--- src/rtl/cmp_chan_pkg.sv ---
// Shared types for the compare channel.
package cmp_chan_pkg;
    typedef enum logic [2:0] {
        M_FROZEN = 3'd0,
        M_SET    = 3'd1,
        M_CLR    = 3'd2,
        M_TGL    = 3'd3,
        M_LOW    = 3'd4,
        M_HIGH   = 3'd5,
        M_PWM1   = 3'd6,
        M_PWM2   = 3'd7
    } oc_mode_e;
endpackage

--- src/rtl/cmp_chan_cfg.sv ---
// Configuration registers: shadow and active mode, direction select.
// Assumes single-cycle write strobes. A commutation pulse is honoured only
// when preload is on. Under full lock, output-channel mode writes are dropped.
module cmp_chan_cfg
    import cmp_chan_pkg::*;
#(
    parameter int SW = 2
) (
    input  logic          clk,
    input  logic          rst_n,
    input  logic          mode_wr,
    input  logic [2:0]    mode_wdata,
    input  logic          sel_wr,
    input  logic [SW-1:0] sel_wdata,
    input  logic          preload_on,
    input  logic          com_pulse,
    input  logic          lock_full,
    input  logic          chan_en,
    output oc_mode_e      mode_act,
    output logic [SW-1:0] sel_q
);
    oc_mode_e mode_shd;
    logic     mode_ok;

    // Decide whether a mode write is allowed under the lock rule.
    always_comb mode_ok = mode_wr && !(lock_full && (sel_q == '0));

    // Update the shadow and active mode registers.
    always_ff @(posedge clk) begin
        if (!rst_n) begin
            mode_shd <= M_FROZEN;
            mode_act <= M_FROZEN;
        end else begin
            if (mode_ok) begin
                mode_shd <= oc_mode_e'(mode_wdata);
            end
            if (preload_on) begin
                if (com_pulse) begin
                    mode_act <= mode_shd;
                end
            end else if (mode_ok) begin
                mode_act <= oc_mode_e'(mode_wdata);
            end
        end
    end

    // Update the direction select only while the channel is disabled.
    always_ff @(posedge clk) begin
        if (!rst_n) begin
            sel_q <= '0;
        end else if (sel_wr && !chan_en) begin
            sel_q <= sel_wdata;
        end
    end

    // select holds while the channel is enabled
    p_sel_hold_r12: assert property (@(posedge clk) disable iff (!rst_n)
        chan_en |=> $stable(sel_q));

    // active mode waits for the commutation pulse
    p_preload_wait_r10: assert property (@(posedge clk) disable iff (!rst_n)
        (preload_on && !com_pulse) |=> $stable(mode_act));

    // locked output channel keeps its shadow mode
    p_lock_shadow_r11: assert property (@(posedge clk) disable iff (!rst_n)
        (lock_full && sel_q == '0) |=> $stable(mode_shd));
endmodule

--- src/rtl/cmp_chan_ref.sv ---
// Reference waveform generator: applies the active compare mode to the counter.
// Assumes the counter moves only on tick cycles. The raw compare result is
// sampled at each tick so that PWM updates follow result changes only.
module cmp_chan_ref
    import cmp_chan_pkg::*;
#(
    parameter int CW = 16,
    parameter int SW = 2
) (
    input  logic          clk,
    input  logic          rst_n,
    input  logic          tick,
    input  logic [CW-1:0] cnt_val,
    input  logic          count_down,
    input  logic [CW-1:0] cmp_val,
    input  oc_mode_e      mode_act,
    input  logic [SW-1:0] sel_q,
    output logic          ref_q
);
    logic     raw, raw_q, hit, pwm_lvl, ref_nxt;
    oc_mode_e mode_q;

    // Raw compare result and equality.
    always_comb begin
        raw     = count_down ? (cnt_val <= cmp_val) : (cnt_val < cmp_val);
        hit     = (cnt_val == cmp_val);
        pwm_lvl = (mode_act == M_PWM2) ? ~raw : raw;
    end

    // Next reference level from the active mode.
    always_comb begin
        ref_nxt = ref_q;
        if (sel_q != '0) begin
            ref_nxt = 1'b0;
        end else begin
            case (mode_act)
                M_SET:   if (tick && hit) ref_nxt = 1'b1;
                M_CLR:   if (tick && hit) ref_nxt = 1'b0;
                M_TGL:   if (tick && hit) ref_nxt = ~ref_q;
                M_LOW:   ref_nxt = 1'b0;
                M_HIGH:  ref_nxt = 1'b1;
                M_PWM1,
                M_PWM2:  if ((mode_q == M_FROZEN) || (tick && (raw != raw_q)))
                             ref_nxt = pwm_lvl;
                default: ref_nxt = ref_q;
            endcase
        end
    end

    // Register the reference, previous mode and last ticked compare result.
    always_ff @(posedge clk) begin
        if (!rst_n) begin
            ref_q  <= 1'b0;
            raw_q  <= 1'b0;
            mode_q <= M_FROZEN;
        end else begin
            ref_q  <= ref_nxt;
            mode_q <= mode_act;
            if (tick) begin
                raw_q <= raw;
            end
        end
    end

    // frozen mode holds the reference
    p_frozen_hold_r2: assert property (@(posedge clk) disable iff (!rst_n)
        (mode_act == M_FROZEN && sel_q == '0) |=> $stable(ref_q));

    // forced low
    p_force_low_r5: assert property (@(posedge clk) disable iff (!rst_n)
        (mode_act == M_LOW && sel_q == '0) |=> !ref_q);

    // forced high
    p_force_high_r5: assert property (@(posedge clk) disable iff (!rst_n)
        (mode_act == M_HIGH && sel_q == '0) |=> ref_q);

    // input channel keeps the reference low
    p_input_low_r12: assert property (@(posedge clk) disable iff (!rst_n)
        (sel_q != '0) |=> !ref_q);
endmodule

--- src/rtl/cmp_chan_pol.sv ---
// Output polarity stage: even outputs follow the reference, odd outputs the
// inverted reference, each XORed with its own polarity bit.
// Purely combinational.
module cmp_chan_pol #(
    parameter int NOUT = 2
) (
    input  logic            ref_i,
    input  logic [NOUT-1:0] pol_i,
    output logic [NOUT-1:0] pin_o
);
    for (genvar i = 0; i < NOUT; i++) begin : g_pin
        if ((i % 2) == 0) begin : g_true
            assign pin_o[i] = ref_i ^ pol_i[i];
        end else begin : g_comp
            assign pin_o[i] = ~ref_i ^ pol_i[i];
        end
    end
endmodule

--- src/rtl/cmp_chan.sv ---
// Top of one timer compare channel.
// Ties the configuration registers, the reference generator and the output
// polarity stage together. The counter is external.
module cmp_chan
    import cmp_chan_pkg::*;
#(
    parameter int CW = 16
) (
    input  logic          clk,
    input  logic          rst_n,
    input  logic          tick,
    input  logic [CW-1:0] cnt_val,
    input  logic          count_down,
    input  logic [CW-1:0] cmp_val,
    input  logic          mode_wr,
    input  logic [2:0]    mode_wdata,
    input  logic          sel_wr,
    input  logic [1:0]    sel_wdata,
    input  logic          preload_on,
    input  logic          com_pulse,
    input  logic          lock_full,
    input  logic          chan_en,
    input  logic          pol_true,
    input  logic          pol_comp,
    output logic          ref_o,
    output logic          out_true,
    output logic          out_comp,
    output logic [2:0]    mode_now,
    output logic [1:0]    sel_now
);
    localparam int SW   = 2;
    localparam int NOUT = 2;

    oc_mode_e        mode_act;
    logic [SW-1:0]   sel_q;
    logic            ref_q;
    logic [NOUT-1:0] pins;

    cmp_chan_cfg #(.SW(SW)) u_cfg (
        .clk(clk), .rst_n(rst_n),
        .mode_wr(mode_wr), .mode_wdata(mode_wdata),
        .sel_wr(sel_wr), .sel_wdata(sel_wdata),
        .preload_on(preload_on), .com_pulse(com_pulse),
        .lock_full(lock_full), .chan_en(chan_en),
        .mode_act(mode_act), .sel_q(sel_q)
    );

    cmp_chan_ref #(.CW(CW), .SW(SW)) u_ref (
        .clk(clk), .rst_n(rst_n), .tick(tick),
        .cnt_val(cnt_val), .count_down(count_down), .cmp_val(cmp_val),
        .mode_act(mode_act), .sel_q(sel_q), .ref_q(ref_q)
    );

    cmp_chan_pol #(.NOUT(NOUT)) u_pol (
        .ref_i(ref_q), .pol_i({pol_comp, pol_true}), .pin_o(pins)
    );

    assign ref_o    = ref_q;
    assign out_true = pins[0];
    assign out_comp = pins[1];
    assign mode_now = mode_act;
    assign sel_now  = sel_q;
endmodule

--- config.mk ---
export PLATFORM = sky130hd
export DESIGN_NAME = cmp_chan
export DESIGN_NICKNAME = d
export VERILOG_FILES = /design/src/rtl/cmp_chan_pkg.sv /design/src/rtl/cmp_chan_cfg.sv /design/src/rtl/cmp_chan_ref.sv /design/src/rtl/cmp_chan_pol.sv /design/src/rtl/cmp_chan.sv
export SDC_FILE = /design/constraint.sdc
export NUM_CORES = 1
export LEC_CHECK = 0
export BUFFER_PORTS_ARGS = -buffer_cell sky130_fd_sc_hd__buf_2
export CAP_MARGIN = 5
export CORE_MARGIN = 4
export CORE_UTILIZATION = 41
export CTS_CLUSTER_SIZE = 14
export DETAILED_ROUTE_END_ITERATION = 10
export HOLD_SLACK_MARGIN = 0.03
export MAX_ROUTING_LAYER = met4
export PLACE_DENSITY_LB_ADDON = 0.2
export SYNTH_ARGS = -nofsm -noshare
export SYNTH_HDL_FRONTEND = slang
export SYNTH_SLANG_ARGS = --single-unit
--- constraint.sdc ---
create_clock -name clk -period 1.8 [get_ports clk]
set_input_delay 0.27 -clock clk [delete_from_list [all_inputs] [get_ports clk]]
set_output_delay 0.27 -clock clk [all_outputs]
set_load 0.1 [all_outputs]
# --- Word-level counts from Yosys, hierarchy flattened ---
# Cells that the tools add are included.
op_classes:
  n_lt_le_gt_ge: 2
  n_bitwise: 5
  n_reduce_logical: 17
  n_eq_ne: 14
  muxes: 10
ops:
  columns: ["op", "n"]
  rows:
  - ["== test 16 bit", 1]
  - ["less-or-equal comparator 16 bit", 1]
  - ["< comparator 16 bit", 1]
  - ["== test 3 bit, second input constant", 4]
  - ["!= test 2 x 1 -> 1 bit, second input constant", 5]
  - ["two-way mux 3 bit", 3]
  - ["== test 3 x 2 -> 1 bit, second input constant", 2]
  - ["two-way mux 1 bit", 6]
  - ["case mux 1 bit (6 select lines)", 1]
  - ["nonzero test 6 bit", 1]
  - ["logical AND 1 bit", 5]
  - ["AND reduction 5 bit", 1]
  - ["nonzero test 2 bit", 2]
  - ["OR reduction 2 bit", 2]
  - ["== test 3 x 1 -> 1 bit, second input constant", 1]
  - ["zero test 3 bit", 1]
  - ["NOT 1 bit", 3]
  - ["zero test 1 bit", 2]
  - ["zero test 2 bit", 1]
  - ["AND reduction 2 bit", 1]
  - ["bitwise XOR 1 bit", 2]
  - ["logical OR 1 bit", 1]
  - ["!= test 1 bit", 1]
word_totals:
  reg_bits: 13
  elab_cells: 54

# --- Logic depth before layout (Yosys ltp) ---
depth:
  word_depth: 7
  depth_mapped: 9
  depth_no_buf: 9

# --- By module ---
# From an unflattened synthesis, not the netlist that was laid out.
unflattened:
  hier_cells: 136
  hier_area_um2: 1102.3
by_module_without_submodules:
  columns: ["module", "area_per_inst_um2", "cells_each", "instances"]
  rows:
  - ["cmp_chan_ref", 701.9, 94, 1]
  - ["cmp_chan_cfg", 382.9, 40, 1]
  - ["cmp_chan_pol", 17.5, 2, 1]

# --- Worst setup path before layout ---
# No wires, ideal clock.
synth_timing:
  kind: "reg2out"
  from: "reg u_ref.ref_q"
  to: "out out_true"
  path_stages_with_launch: 2
  required_ps: 1530
  t_arrival_ps: 2528
  n_path_buf: 0
  path_slack_ps: -998
  cell_sequence: "dfxtp_1 > xor2_1"
synth_via:
  elab_chain_len: 1
synth_rtl:
  columns: ["element", "line_no", "source"]
  rows:
  - ["start: declaration", "cmp_chan_ref.sv:18", "output logic ref_q"]
  - ["start signal: assignment", "cmp_chan_ref.sv:57", "ref_q <= ref_nxt;"]
  - ["bitwise XOR 1 bit", "cmp_chan_pol.sv:13", "assign pin_o[i] = ref_i ^ pol_i[i];"]
  - ["end: declaration", "cmp_chan.sv:26", "output logic out_true,"]
# No other way between the ends.

# --- Final worst setup path ---
layout_timing:
  from: "in cnt_val[0]"
  to: "reg u_ref.ref_q"
layout_via:
  elab_chain_len: 7
layout_rtl:
  columns: ["element", "line_no", "source"]
  rows:
  - ["start: declaration", "cmp_chan.sv:12", "input logic [CW-1:0] cnt_val,"]
  - ["< comparator 16 bit or less-or-equal comparator 16 bit (tied branches)", "cmp_chan_ref.sv:25", "raw = count_down ? (cnt_val <= cmp_val) : (cnt_val < cmp_val);"]
  - ["two-way mux 1 bit", "cmp_chan_ref.sv:25", null]
  - ["!= test 1 bit", "cmp_chan_ref.sv:43", "M_PWM2: if ((mode_q == M_FROZEN) || (tick && (raw != raw_q)))"]
  - ["logical AND 1 bit", "cmp_chan_ref.sv:43", null]
  - ["logical OR 1 bit", "cmp_chan_ref.sv:43", null]
  - ["!= test 2 x 1 -> 1 bit (no source line)", null, null]
  - ["AND reduction 5 bit (no source line)", null, null]
# Several ways; a longest one is shown, not always the timed one. The select of a mux whose other input is x is not followed.
# A chain may end at the register's enable or synchronous reset.

==> flow_metrics.tcl <==
set metrics [dict create \
    status "completed" \
    die_width_um 60.1 \
    core_um2 2520 \
    setup_ws_ns 0.00125 \
    crit_chain "buf_6 -> inv_2 -> ha_4 -> nand4_1 -> nor4_4 -> buf_4 -> a22o_2 -> o221ai_4 -> a211oi_2 -> mux2_4 -> a221oi_2" \
    cts_tree "yes" \
    p_leak_nw 0.866 \
    grt_pass1_wl_mm 4.72 \
    overflow 0 \
    worstHoldPathCells 3 \
    fillCellCount 185 \
    io_pins 57 \
    synth.cell_area_um2 1110 \
    synthTopCellsByCount "ha_1, inv_1, nand2_1, dfxtp_1, a21oi_1" \
    peakVddDrop_v 0.000604 \
    min_to "u_cfg.mode_shd[0]" \
    yosys.area_share.adder_pct 18.0 \
    synth-edff-count 0 \
    reg2reg_to "u_ref.ref_q" \
    reg2reg_slack_ns 0.03 \
    first_pass_iters 4 \
    synth_flop_cell "dfxtp_1" \
    clockRootBuffer "clkbuf_4" \
    area_delta_synth_final_pct 68.5 \
    synthTopCellsByArea "dfxtp_1, ha_1, inv_1, nand2_1, mux2i_1" \
    dpl.cell_count 217 \
    synth_cell_type_count 37 \
    initial_core_util_pct 44.1 \
    vias 1194 \
    finalSetupViolCount 0 \
    seq_area_frac_synth_pct 23.4 \
    ys.warnings.count 0 \
    crit_type "in2reg" \
    yosys.area_share.simple_pct 23.8 \
    drc 0 \
    rr_startpoint "u_ref.mode_q[1]" \
    min-delay-start "mode_wdata[0]" \
    end_kind "flip-flop" \
    insertion_delay_ns 0.28 \
    max_slew_margin_pct 67.6 \
    synth_top_area_share_pct 23.4 \
    cpPeakStageDelay_ns 0.34 \
    period_minus_slack_ns 1.80 \
    r2r_cells 7 \
    path_buf_inv 3 \
    synthXorXnorAreaFrac_pct 2.36 \
    synth_top_family_by_area "simple AND/OR/NAND/NOR gates" \
    htree_levels 1 \
    fmax_ghz 0.556 \
    required_ns 1.96 \
    clock_sinks 13 \
    place_ws_ns -0.336 \
    synth_seq_cells 13 \
    synth_compound_area_share_pct 20.9 \
    rsz0062_at_grt "true" \
    syn_inst 129 \
    portBuffers 56 \
    fp.dieH_um 60.1 \
    tns_ns 0 \
    die-area_um2 3610 \
    grtUsageTotal_pct 17.7 \
    synth_area_leader_cell "dfxtp_1" \
    clockBufferDepth 2 \
    gp_congestion 0.839 \
    grt_pass1_vias 1146 \
    wl_per_cell_um 13.6 \
    crit_family "compound AO/OA/AOI/OAI gates" \
    min_period_over_period_pct 99.9 \
    path_clk_slew_ns 0.08 \
    hold_class "in2reg" \
    diodes 0 \
    maxSlewViolCount 0 \
    wirelength_mm 3.08 \
    postLayoutCellArea_um2 1880 \
    postRouteAntennaNets 0 \
    via_per_inst 5.26 \
    cp-start-kind "input pin" \
    num_rows 18 \
    nets 263 \
    fin_util_pct 74.4 \
    placed_area_um2 1520 \
    crit_fanout 2 \
    grt_max_degree 14 \
    cts_buffers 3 \
    cp.arrival_ns 1.96 \
    ys_async_sr_fraction_pct 0 \
    hold_viol 0 \
    maxCapViolations 0 \
    hpwlAfterDp_mm 2.21 \
    skew_ns 0.00492 \
    critPathSlowestCell "nor4_4" \
    layout-drive-gt1-share_pct 57.9 \
    syn_area_per_cell_um2 8.63 \
    finalNonFillerCells 227 \
    drtIter0Drc 15 \
    worst_slew_pin_slew_ns 0.490 \
    ctsHoldBuffers 0 \
    muxShareOfSynthArea_pct 5.51 \
    synth_fp_nets 194 \
    power-per-cell-area_nw_per_um2 534 \
    antenna_found_initial 0 \
]
-- final cells by class --
| cell class | instances | area, um2 | area share, % |
|---|---|---|---|
| clock buffers | 4 | 26.3 | 1.40 |
| repair buffers | 66 | 437 | 23.3 |
| multi-input cells | 98 | 1050 | 55.7 |
| well taps | 30 | 37.5 | 2.00 |
| flip-flops and latches | 13 | 270 | 14.4 |
| inverters | 16 | 60.1 | 3.20 |
-- placed cells by master (no fill, tap or decap), types with 2 or more instances in the layout --
cell type  count
buf_2         43
ha_4          15
nand2_1       14
buf_6         13
buf_4         10
inv_1          8
inv_2          8
a21oi_1        7
dfxtp_1        7
nor2_1         6
mux2i_1        5
dfxtp_2        5
o211a_1        4
nor2b_1        4
nand3_1        4
nand4_4        3
o21ai_0        3
a21boi_1       3
and2_1         3
clkbuf_4       3
o211ai_1       2
nand2_2        2
-- tightest hold or removal path, delay by kind of cell --
| kind | cells | cell delay, ns |
|---|---|---|
| buf+inv | 1 | 0.10 |
| simple gates | 1 | 0.06 |
| compound gates | 1 | 0.05 |
-- per-stage QoR --
| stage | total power, mW | hold slack (ns) |
|---|---|---|
| final | 1.00 | 0.255 |
| after CTS | 0.974 | 0.244 |
| after floorplan | 0.622 | 0.408 |
| after global placement | 0.725 | 0.443 |
| after detailed placement | 0.736 | 0.449 |
| after global routing | 1.07 | 0.245 |
-- registers in the layout (all words and copies together) (netlist names) --
register        count
u_cfg.mode_act      3
u_cfg.mode_shd      3
u_cfg.sel_q         2
u_ref.mode_q        3
u_ref.raw_q         1
u_ref.ref_q         1
-- logic make-up after synthesis --
| kind of cell | Yosys count |
|---|---|
| muxes | 6 |
| xor gates and xnor gates | 3 |
| adders and majority gates | 16 |
| buffers and inverters | 18 |
| DFF | 13 |
| and+or+nand+nor | 43 |
| AOI/OAI and AO/OA | 30 |
-- worst max path at each step --
stage	depth (start not counted)	end	startpoint	slack (ns)
after detailed placement	10	u_ref.ref_q	cmp_val[10]	-0.34
after global routing	10	u_ref.ref_q	cnt_val[0]	-0.05
final	11	u_ref.ref_q	cnt_val[0]	0.001
after floorplan	9	u_ref.ref_q	cmp_val[1]	-0.12
after global placement	10	u_ref.ref_q	cmp_val[3]	-0.30
after CTS	10	u_ref.ref_q	cmp_val[12]	0.001
-- repair_timing --
item / in CTS / in global routing
gates cloned: 0 / 0
setup endpoints to repair: 1 / 1
buffers inserted: 4 / 2
resized for setup: 24 / 15
pin swaps: 12 / 12
-- metal layers --
layer	track usage, %	vias to the layer above	wire length (um)
met5	-	-	0
met4	6.96	0	69
met3	4.54	8	201
met2	31.9	39	1640
met1	18.2	552	1170
li1	-	595	-
-- power by group --
group | switching [mW] | internal (mW) | leakage [nW]
Sequential | 0.0234 | 0.308 | 0.109
Clock | 0.0945 | 0.0859 | 0.0150
Combinational | 0.278 | 0.213 | 0.741
(Power assumes the default switching activity.)
